File: src/rtl/strip_fe_pkg.sv
package strip_fe_pkg;
  localparam int FOLD_MIN = 1;
  localparam int FOLD_MAX = 4;

  // Clamp the programmed fold level into the legal range.
  function automatic int unsigned eff_level(input logic [2:0] thr);
    if (thr < 3'(FOLD_MIN)) return FOLD_MIN;
    if (thr > 3'(FOLD_MAX)) return FOLD_MAX;
    return int'(thr);
  endfunction
endpackage

File: src/rtl/strip_fe_shifter.sv
module strip_fe_shifter #(
  parameter int N = 32
) (
  input  logic         clk,
  input  logic         rst,
  input  logic [N-1:0] strips,
  input  logic         capture,
  input  logic         load,
  input  logic         shift_en,
  input  logic         ser_in,
  output logic         ser_out,
  output logic         busy,
  output logic [N-1:0] held
);
  localparam int CNT_W = $clog2(N + 1);

  logic [N-1:0]     latch_q;
  logic [N-1:0]     shreg_q;
  logic [CNT_W-1:0] left_q;

  always_ff @(posedge clk) begin
    if (rst) begin
      latch_q <= '0;
      shreg_q <= '0;
      left_q  <= '0;
    end else begin
      if (capture && left_q == '0) latch_q <= strips;
      if (load) begin
        shreg_q <= latch_q;
        left_q  <= CNT_W'(N);
      end else if (shift_en) begin
        shreg_q <= {shreg_q[N-2:0], ser_in};
        if (left_q != '0) left_q <= left_q - 1'b1;
      end
    end
  end

  assign ser_out = shreg_q[N-1];
  assign busy    = (left_q != '0);
  assign held    = latch_q;
endmodule

File: src/rtl/strip_fe_monmux.sv
module strip_fe_monmux #(
  parameter int N     = 32,
  parameter int SEL_W = 5
) (
  input  logic             clk,
  input  logic             rst,
  input  logic [N-1:0]     strips,
  input  logic [SEL_W-1:0] sel,
  output logic             mon
);
  always_ff @(posedge clk) begin
    if (rst) mon <= 1'b0;
    else     mon <= strips[sel];
  end
endmodule

File: src/rtl/strip_fe_fold.sv
module strip_fe_fold
  import strip_fe_pkg::*;
#(
  parameter int N = 32
) (
  input  logic         clk,
  input  logic         rst,
  input  logic [N-1:0] strips,
  input  logic [2:0]   thr,
  output logic         trig
);
  localparam int CW = $clog2(N + 1);

  logic [CW-1:0] hits;

  always_comb begin
    hits = '0;
    for (int i = 0; i < N; i++) hits = hits + CW'(strips[i]);
  end

  always_ff @(posedge clk) begin
    if (rst) trig <= 1'b0;
    else     trig <= (32'(hits) >= eff_level(thr));
  end
endmodule

File: src/rtl/strip_frontend.sv
module strip_frontend #(
  parameter int N     = 32,
  parameter int SEL_W = $clog2(N)
) (
  input  logic             clk,
  input  logic             rst,
  input  logic [N-1:0]     strips,
  input  logic             capture,
  input  logic             load,
  input  logic             shift_en,
  input  logic             ser_in,
  input  logic [SEL_W-1:0] mon_sel,
  input  logic [2:0]       fold_thr,
  output logic             ser_out,
  output logic             mon_out,
  output logic             l1_trig,
  output logic             busy
);
  logic [N-1:0] held;

  strip_fe_shifter #(.N(N)) u_shift (
    .clk(clk), .rst(rst), .strips(strips), .capture(capture), .load(load),
    .shift_en(shift_en), .ser_in(ser_in), .ser_out(ser_out), .busy(busy),
    .held(held)
  );

  strip_fe_monmux #(.N(N), .SEL_W(SEL_W)) u_mon (
    .clk(clk), .rst(rst), .strips(strips), .sel(mon_sel), .mon(mon_out)
  );

  strip_fe_fold #(.N(N)) u_fold (
    .clk(clk), .rst(rst), .strips(strips), .thr(fold_thr), .trig(l1_trig)
  );
endmodule

File: config.mk
export PLATFORM = sky130hd
export DESIGN_NAME = strip_frontend
export DESIGN_NICKNAME = d
export VERILOG_FILES = /design/src/rtl/strip_fe_pkg.sv /design/src/rtl/strip_fe_shifter.sv /design/src/rtl/strip_fe_monmux.sv /design/src/rtl/strip_fe_fold.sv /design/src/rtl/strip_frontend.sv
export SDC_FILE = /design/constraint.sdc
export NUM_CORES = 1
export LEC_CHECK = 0
export ABC_AREA = 1
export BUFFER_PORTS_ARGS = -buffer_cell sky130_fd_sc_hd__buf_2
export CAP_MARGIN = 30
export CORE_MARGIN = 1
export CORE_UTILIZATION = 58
export CTS_CLUSTER_DIAMETER = 150
export CTS_CLUSTER_SIZE = 10
export DETAILED_ROUTE_END_ITERATION = 8
export PLACE_DENSITY_LB_ADDON = 0.08
export SLEW_MARGIN = 20
export SYNTH_ARGS = -nofsm -noshare
export SYNTH_HDL_FRONTEND = slang
export SYNTH_SLANG_ARGS = --single-unit
File: constraint.sdc
create_clock -name clk -period 6.8 [get_ports clk]
set_input_delay 0 -clock clk [delete_from_list [all_inputs] [get_ports clk]]
set_output_delay 0 -clock clk [all_outputs]
set_load 0.005 [all_outputs]
==> impl_metrics.tcl, run 1 <==
set metrics [dict create \
    cp_cell_sequence "dlygate4sd3_1 -> buf_2 -> fa_1 -> inv_1 -> fa_1 -> inv_1 -> fa_1 -> inv_1 -> fa_1 -> fa_1 -> fa_1 -> fa_1 -> fa_1 -> inv_1 -> ha_1 -> a21boi_0 -> o21ai_0 -> a31oi_1" \
    worst_path_max_delay_cell "dlygate4sd3_1" \
    clock-root-buffer "clkbuf_8" \
    setup-violations-final 0 \
    dp_hpwl_um 6550 \
    num_vias 3661 \
    synth_area_leaders "dfxtp_1, fa_1, o221ai_1" \
    ios 50 \
    dr.pass1.iters 5 \
    synth_area_mm2 0.00401 \
    cts-htree-levels 3 \
    fmax_mhz 191 \
    layout-drive-gt1-share_pct 16.2 \
    post_cts_buffers 0 \
    worstMarginPinSlew_ps 733 \
    critical_path_required_ps 7030 \
    synth.most_common_cell "dfxtp_1" \
    ys_ff_latch 72 \
    final_antenna_net_count 0 \
    syn_to_final_growth_pct 19.6 \
    antenna_found_initial 0 \
    synth_edf_count 0 \
    synth_seq_area_share_pct 36.0 \
    hp-class "input port to flop" \
    cp-end-kind "flop" \
    syn_nets 570 \
    first_iter_violations 324 \
    relSlewSlack_pct 51.1 \
    grt_max_degree 67 \
    drt_wl_total_um 10300 \
    synth.distinct_cells 30 \
    slowest_delay_ps 550 \
    critical_path_class "input port to flop" \
    grt_usage_pct 30.1 \
    nets 635 \
    yosys.area_share.simple_pct 19.5 \
    via_per_inst 5.77 \
    synth_ff_type "dfxtp_1" \
    n_antenna_cell 0 \
    clock_path_buffers 2 \
    path_clk_slew_ps 80 \
    drc 0 \
    muxShareOfSynthArea_pct 0 \
    utilization_pct 73.7 \
    grt_pass1_vias 3566 \
    globalplace.congestion 0.878 \
    skew_ps 14.6 \
    drv_slew 0 \
    synth_area_leader_cell "dfxtp_1" \
    tns_ps 0 \
    power.leakage_uw 0.00219 \
    die_width_um 85.1 \
    critPathArrivalTime_ps 5470 \
    crit_path_start_kind "input port" \
    rsz0062_at_grt "no" \
    die_h_um 85.1 \
    grt_pass1_wl_um 16800 \
    portBuffers 49 \
    outcome "completed" \
    start_util_pct 61.7 \
    cts_buffers 9 \
    wl_per_cell_um 16.2 \
    fin_crit_sh_pct 77.1 \
    synth_compound_area_share_pct 17.3 \
    powerDensity_mw_per_mm2 347 \
    synth_xor_area_share_pct 0.219 \
    rows 29 \
    cp.buffers_inverters 6 \
    cts_resized 0 \
    critical_path.top_delay_family "adder cells" \
    ir_drop_uv 573 \
    syn_inst 487 \
    core_area_mm2 0.00649 \
    drv_cap 0 \
    cts.sinks 72 \
    yosys.area_share.adder_pct 16.1 \
    cts_tree "built" \
    avgSynthCellArea_um2 8.23 \
    hold_viol 0 \
    synth_top_area_share_pct 36.0 \
    die_area_mm2 0.00724 \
    synth_warnings 0 \
    overflow 0 \
    synth.top_cells.by_count "dfxtp_1, inv_1, nor2_1" \
    min_period_ps 5240 \
    async_flop_share_pct 0 \
    crit_top_cell "fa_1" \
    synth_top_family_by_area "simple AND/OR/NAND/NOR gates" \
    clock_latency_ps 350 \
    place_ws_ps 1690 \
    path_max_fanout 3 \
    final.setup.worst_slack_ps 1560 \
]
==> stage by stage <==
stage	total power, uW	cell area, um2	hold WS (ps)	instances
final	1660	4790	19.7	634
after CTS	1670	4790	2.72	634
after global routing	1800	4790	28.9	634
after global placement	1180	4180	236	584
after detailed placement	1220	4210	248	585
after floorplan	1060	4010	69.4	487
==> placed cells by master (no fill, tap or decap), drive strengths merged <==
cell         instances
clkinv               2
nor2                61
nor4                 1
a21boi               2
o21ai               39
dlygate4sd3         33
nand3               29
a31oi                1
bufinv               3
ha                  13
inv                 70
nand4                3
buf                 51
clkbuf               9
xnor2                1
fa                  24
o221ai              32
nor3                32
nand2               48
a21oi               31
dfxtp               72
==> routing by layer <==
layer | part of all wire, % | GRT usage [%] | vias up | routed length (um)
li1 | - | - | 1766 | -
met1 | 43 | 40.8 | 1725 | 4430
met2 | 47 | 48.8 | 151 | 4870
met3 | 7.9 | 5.74 | 19 | 814
met4 | 1.7 | 9.55 | 0 | 175
met5 | 0 | 0 | - | 0
==> cell families (layout without fill, tap and decap cells) <==
group	Yosys count	count (layout)
and+or+nand+nor	174	174
buffers and inverters	98	168
xor gates and xnor gates	1	1
AOI/OAI and AO/OA	105	105
DFF	72	72
adders and majority gates	37	37
==> timing repair <==
action | 4_1_cts | 5_1_grt
hold buffers | 33 | 0
setup endpoints to repair | 0 | 0
hold endpoints to repair | 33 | 0
==> report_power, final <==
group	internal [uW]	switching (uW)	leakage [uW]	total [uW]
logic	332	409	0.00147	741
clock network	249	180	0.000126	428
registers	468	25.9	0.000595	494
total	1050	615	0.00219	1660
==> tightest hold or removal path, cell delays in order <==
cell and delay (ps):
buf_2 110, nand2_1 80, nand2_1 60, a21boi_0 60
==> path summary, 6_finish.rpt <==
path | from | endpoint | slack, ps | depth (start not counted)
worst max-delay path | strips[18] | u_fold.trig$_SDFF_PP0_ | 1560 | 18
worst min-delay path | shift_en | u_shift.left_q[0]$_SDFFE_PP0P_ | 20 | 4
worst max register to register | u_shift.left_q[0]$_SDFFE_PP0P_ | u_shift.held[28]$_SDFFE_PP0P_ | 4770 | 8
worst min register to register | u_shift.left_q[0]$_SDFFE_PP0P_ | u_shift.left_q[0]$_SDFFE_PP0P_ | 470 | 2
==> area by class of cell <==
type                       count  area [um2]
fill                         501        1710
sequential                    72        1440
timing repair buffer          84         611
tap                           77        96.3
clock buffer                   9         124
clock inverter                 7         128
inverter                      68         265
multi-input combinational    317        2120
==> state kept, by name, indices dropped and copies added, names as in the netlist <==
signal and count:
u_mon.mon 1, u_shift.left_q 6, u_shift.held 32, u_shift.shreg_q 32, u_fold.trig 1
No activity file was read; power rests on OpenSTA's default activity.
==> inputs of run 2 (changes only) <==
- CORE_UTILIZATION: 58 -> 53
- clock period: 6.8 -> 4.3 ns (I/O delays scaled with it)
==> run 2 against run 1 <==
Net effect: the flow now finishes with violations (negative setup slack); core utilization decreased by 8.0 points; clock skew decreased by 4.0 ps; sequential power increased by 57%; critical path depth decreased by 2; clock power increased by 37%; total power increased by 55%; critical endpoint unchanged.
==> impl_metrics.tcl, run 2 (synthesis gave the netlist of run 1 again) <==
set metrics [dict create \
    critical_path_class "input port to flop" \
    cts.sinks 72 \
    drv_cap 0 \
    path_max_fanout 2 \
    fin_crit_sh_pct 106 \
    first_iter_violations 248 \
    relSlewSlack_pct 53.3 \
    grt_usage_pct 26.5 \
    worstMarginPinSlew_ps 700 \
    via_per_inst 5.36 \
    start_util_pct 54.9 \
    critical_path_required_ps 4520 \
    die_area_mm2 0.00791 \
    postPlaceCellArea_mm2 0.00439 \
    crit_path_start_kind "input port" \
    overflow 0 \
    post_cts_buffers 0 \
    clock_latency_ps 340 \
    layout_commonest_cell "dfxtp_1" \
    finalInstanceArea_mm2 0.00479 \
    place_inst 629 \
    syn_to_final_growth_pct 19.6 \
    fmax_mhz 220 \
    grt_pass1_wl_um 15600 \
    n_antenna_cell 0 \
    skew_ps 10.6 \
    layout_common_cells "dfxtp_1, inv_1, nor2_1, nand2_1, buf_2" \
    powerDensity_mw_per_mm2 539 \
    grt_pass1_vias 3261 \
    drt_wl_total_um 9730 \
    path_clk_slew_ps 80 \
    core_area_mm2 0.00729 \
    setup-violations-final 1 \
    layout-drive-gt1-share_pct 20.8 \
    dr.pass1.iters 4 \
    tns_ps -248 \
    antenna_found_initial 0 \
    grt_max_degree 67 \
    hold_viol 0 \
    num_vias 3541 \
    die_h_um 88.9 \
    cts_buffers 9 \
    power.leakage_uw 0.00220 \
    hold_slack_ps 11.5 \
    final_cells 661 \
    final.setup.worst_slack_ps -248 \
    clock-root-buffer "clkbuf_8" \
    cts_tree "built" \
    ir_drop_uv 690 \
    hp-class "input port to flop" \
    rows 31 \
    portBuffers 49 \
    drv_slew 0 \
    dp_hpwl_um 6700 \
    utilization_pct 65.7 \
    final_antenna_net_count 0 \
    clock_path_buffers 2 \
    ios 50 \
    rsz0062_at_grt "yes" \
    critPathArrivalTime_ps 4770 \
    nFillCells 673 \
    min_period_ps 4550 \
    violations "negative setup slack" \
    wl_per_cell_um 14.7 \
    cts-htree-levels 3 \
    die_width_um 88.9 \
    globalplace.congestion 0.925 \
    outcome "finished with violations" \
    cp-end-kind "flop" \
    nets 640 \
    drc 0 \
]
[run 2: worst paths after layout]
kind,start,to,slack (ps),cells after the start
worst max-delay path,strips[1],u_fold.trig$_SDFF_PP0_,-250,16
worst min-delay path,strips[22],u_shift.held[22]$_SDFFE_PP0P_,10,4
worst max register to register,u_shift.left_q[0]$_SDFFE_PP0P_,u_shift.held[5]$_SDFFE_PP0P_,2290,8
worst min register to register,u_shift.left_q[0]$_SDFFE_PP0P_,u_shift.left_q[0]$_SDFFE_PP0P_,480,2
[run 2: area by class of cell]
| class | instances | area [um2] | area share, % |
|---|---|---|---|
| Multi-Input combinational cell | 317 | 2140 | 44.7 |
| Clock inverter | 7 | 93.8 | 1.96 |
| Sequential cell | 72 | 1440 | 30.1 |
| Timing Repair Buffer | 89 | 599 | 12.5 |
| Tap cell | 99 | 124 | 2.59 |
| Clock buffer | 9 | 124 | 2.59 |
| Inverter | 68 | 265 | 5.54 |
[run 2: worst max-delay path, stage by stage]
cell,delay (ps)
buf_2,120
ha_4,260
inv_2,30
fa_1,460
fa_1,510
fa_1,430
fa_1,480
fa_1,510
fa_1,440
fa_2,370
fa_1,490
inv_1,40
ha_1,280
a21boi_2,150
o21ai_1,110
a31oi_1,80
[run 2: report_power, final]
| part | leakage [uW] | internal, uW | switching [uW] |
|---|---|---|---|
| Sequential | 0.000595 | 740 | 37.9 |
| Combinational | 0.00150 | 561 | 657 |
| Clock | 0.000106 | 326 | 259 |
[run 2: layer usage]
| layer | vias up | track usage, % | part of all wire (%) |
|---|---|---|---|
| li1 | 1771 | - | - |
| met1 | 1672 | 38.4 | 47 |
| met2 | 85 | 41.0 | 47 |
| met3 | 13 | 3.97 | 3.9 |
| met4 | 0 | 8.66 | 1.9 |
| met5 | - | 0 | 0 |
[run 2: metrics by stage]
| step | setup WS (ps) | power [uW] |
|---|---|---|
| floorplan | -360 | 1670 |
| global placement | -626 | 1900 |
| detailed placement | -712 | 1980 |
| CTS | -325 | 2600 |
| global route | -351 | 2830 |
| finish | -248 | 2580 |
[run 2: timing repair]
| action | CTS | global route |
|---|---|---|
| pin swaps | 6 | 2 |
| endpoints found under the hold margin | 16 | 0 |
| setup endpoints to repair | 1 | 1 |
| cloned | 0 | 0 |
| hold buffers | 16 | 0 |
| gates resized for setup | 3 | 4 |
==> inputs of run 3 (changes only) <==
- CORE_ASPECT_RATIO: not set -> 2
==> run 3 against run 2 <==
Net effect: cell count shrank 2.0%; fmax is essentially flat; worst setup slack lost 2.0 ps; via count grew 0.51%; final area is the same; flip-flop and latch count is the same; sequential share of layout area is the same; the run still ends with negative setup slack left; core utilization grew 0.23 points; non-clock buffer count shrank 6; count of clock-buffer cells in the layout is the same.
==> impl_metrics.tcl, run 3 (synthesis gave the netlist of run 1 again) <==
set metrics [dict create \
    clock-root-buffer "clkbuf_16" \
    relSlewSlack_pct 54.7 \
    critical_path.top_delay_family "adder cells" \
    dp_hpwl_um 7090 \
    rows 44 \
    grt_max_degree 67 \
    finalPower_uw 2730 \
    drv_slew 0 \
    clock_latency_ps 340 \
    min_period_ps 4550 \
    tns_ps -250 \
    die_area_mm2 0.00793 \
    wl_per_cell_um 15.1 \
    syn_to_final_growth_pct 19.6 \
    powerDensity_mw_per_mm2 570 \
    portBuffers 49 \
    globalplace.congestion 0.812 \
    path_clk_slew_ps 60 \
    core_area_mm2 0.00727 \
    crit_path_start_kind "input port" \
    via_per_inst 5.49 \
    cp-end-kind "flop" \
    n_antenna_cell 0 \
    worstMarginPinSlew_ps 679 \
    antenna_found_initial 0 \
    start_util_pct 55.1 \
    slowest_delay_ps 530 \
    ir_drop_uv 678 \
    final.setup.worst_slack_ps -250 \
    critical_path_class "input port to flop" \
    final_antenna_net_count 0 \
    drc 0 \
    ios 50 \
    fin_crit_sh_pct 106 \
    first_iter_violations 276 \
    nets 634 \
    hold_viol 0 \
    die_width_um 63.5 \
    drt_wl_total_um 9770 \
    crit_top_cell "fa_1" \
    num_vias 3559 \
    cp_cell_sequence "buf_2 -> fa_1 -> inv_1 -> fa_1 -> inv_1 -> fa_1 -> inv_1 -> fa_1 -> fa_1 -> fa_1 -> fa_2 -> fa_1 -> inv_1 -> ha_1 -> a21boi_1 -> o21ai_1 -> a31oi_1" \
    clock_path_buffers 2 \
    critPathArrivalTime_ps 4800 \
    layout_common_cells "dfxtp_1, inv_1, nor2_1, buf_2, nand2_1" \
    power.leakage_uw 0.00221 \
    die_h_um 125 \
    cts_tree "built" \
    hp-class "input port to flop" \
    hold_slack_ps 10.2 \
    worst_path_max_delay_cell "fa_1" \
    grt_pass1_wl_um 16700 \
    critical_path_required_ps 4550 \
    setup-violations-final 1 \
    cts-htree-levels 3 \
    overflow 0 \
    cp.buffers_inverters 5 \
    rsz0062_at_grt "yes" \
    drv_cap 0 \
    outcome "finished with violations" \
    skew_ps 6.56 \
    layout-drive-gt1-share_pct 20.0 \
    grt_pass1_vias 3537 \
    path_max_fanout 2 \
    cts_buffers 9 \
    utilization_pct 65.9 \
    violations "negative setup slack" \
    fmax_mhz 220 \
    layout_commonest_cell "dfxtp_1" \
    grt_usage_pct 27.2 \
    dr.pass1.iters 4 \
    cts.sinks 72 \
]
run 3: repair_timing:
action,in CTS,in global routing
cloned,0,0
resized for setup,2,0
hold buffers,12,0
buffers inserted,0,0
hold endpoints to repair,12,0
setup endpoints to repair,1,1
pin swaps,1,0
run 3: layout make-up:
| class | count | area, um2 |
|---|---|---|
| fill | 683 | 2480 |
| multi-input combinational | 317 | 2130 |
| sequential | 72 | 1440 |
| timing repair buffer | 83 | 538 |
| inverter | 68 | 265 |
| clock buffer | 9 | 225 |
| tap | 92 | 115 |
| clock inverter | 7 | 78.8 |
run 3: through the flow:
stage               setup slack [ps]  area (um2)  cells
global placement                -643        4350    619
floorplan                       -360        4010    487
detailed placement              -670        4370    620
global route                    -402        4790    648
finish                          -250        4790    648
CTS                             -283        4790    648
run 3: worst min-delay path: stages:
cell	delay, ps
buf_2	120
o21ai_0	100
nor2_1	80
run 3: final timing paths:
path,start,endpoint,slack [ps],depth (start not counted)
worst max-delay path,strips[18],u_fold.trig$_SDFF_PP0_,-250,17
worst min-delay path,strips[19],u_shift.held[19]$_SDFFE_PP0P_,10,3
worst max register to register,u_shift.left_q[0]$_SDFFE_PP0P_,u_shift.held[25]$_SDFFE_PP0P_,2300,8
worst min register to register,u_shift.left_q[0]$_SDFFE_PP0P_,u_shift.left_q[0]$_SDFFE_PP0P_,470,2
run 3: layer usage:
layer  part of all wire, %  global-route usage [%]  vias to the layer above
met5                     0                       0                        -
met3                   2.8                    4.84                       13
met4                   2.6                    11.0                        0
li1                      -                       -                     1763
met2                    53                    47.5                       90
met1                    41                    32.1                     1693
run 3: power by group:
part / leakage (uW) / internal (uW) / switching [uW]
clock: 0.000139 / 455 / 300
combinational: 0.00147 / 544 / 653
sequential: 0.000595 / 741 / 39.4
total: 0.00221 / 1740 / 992
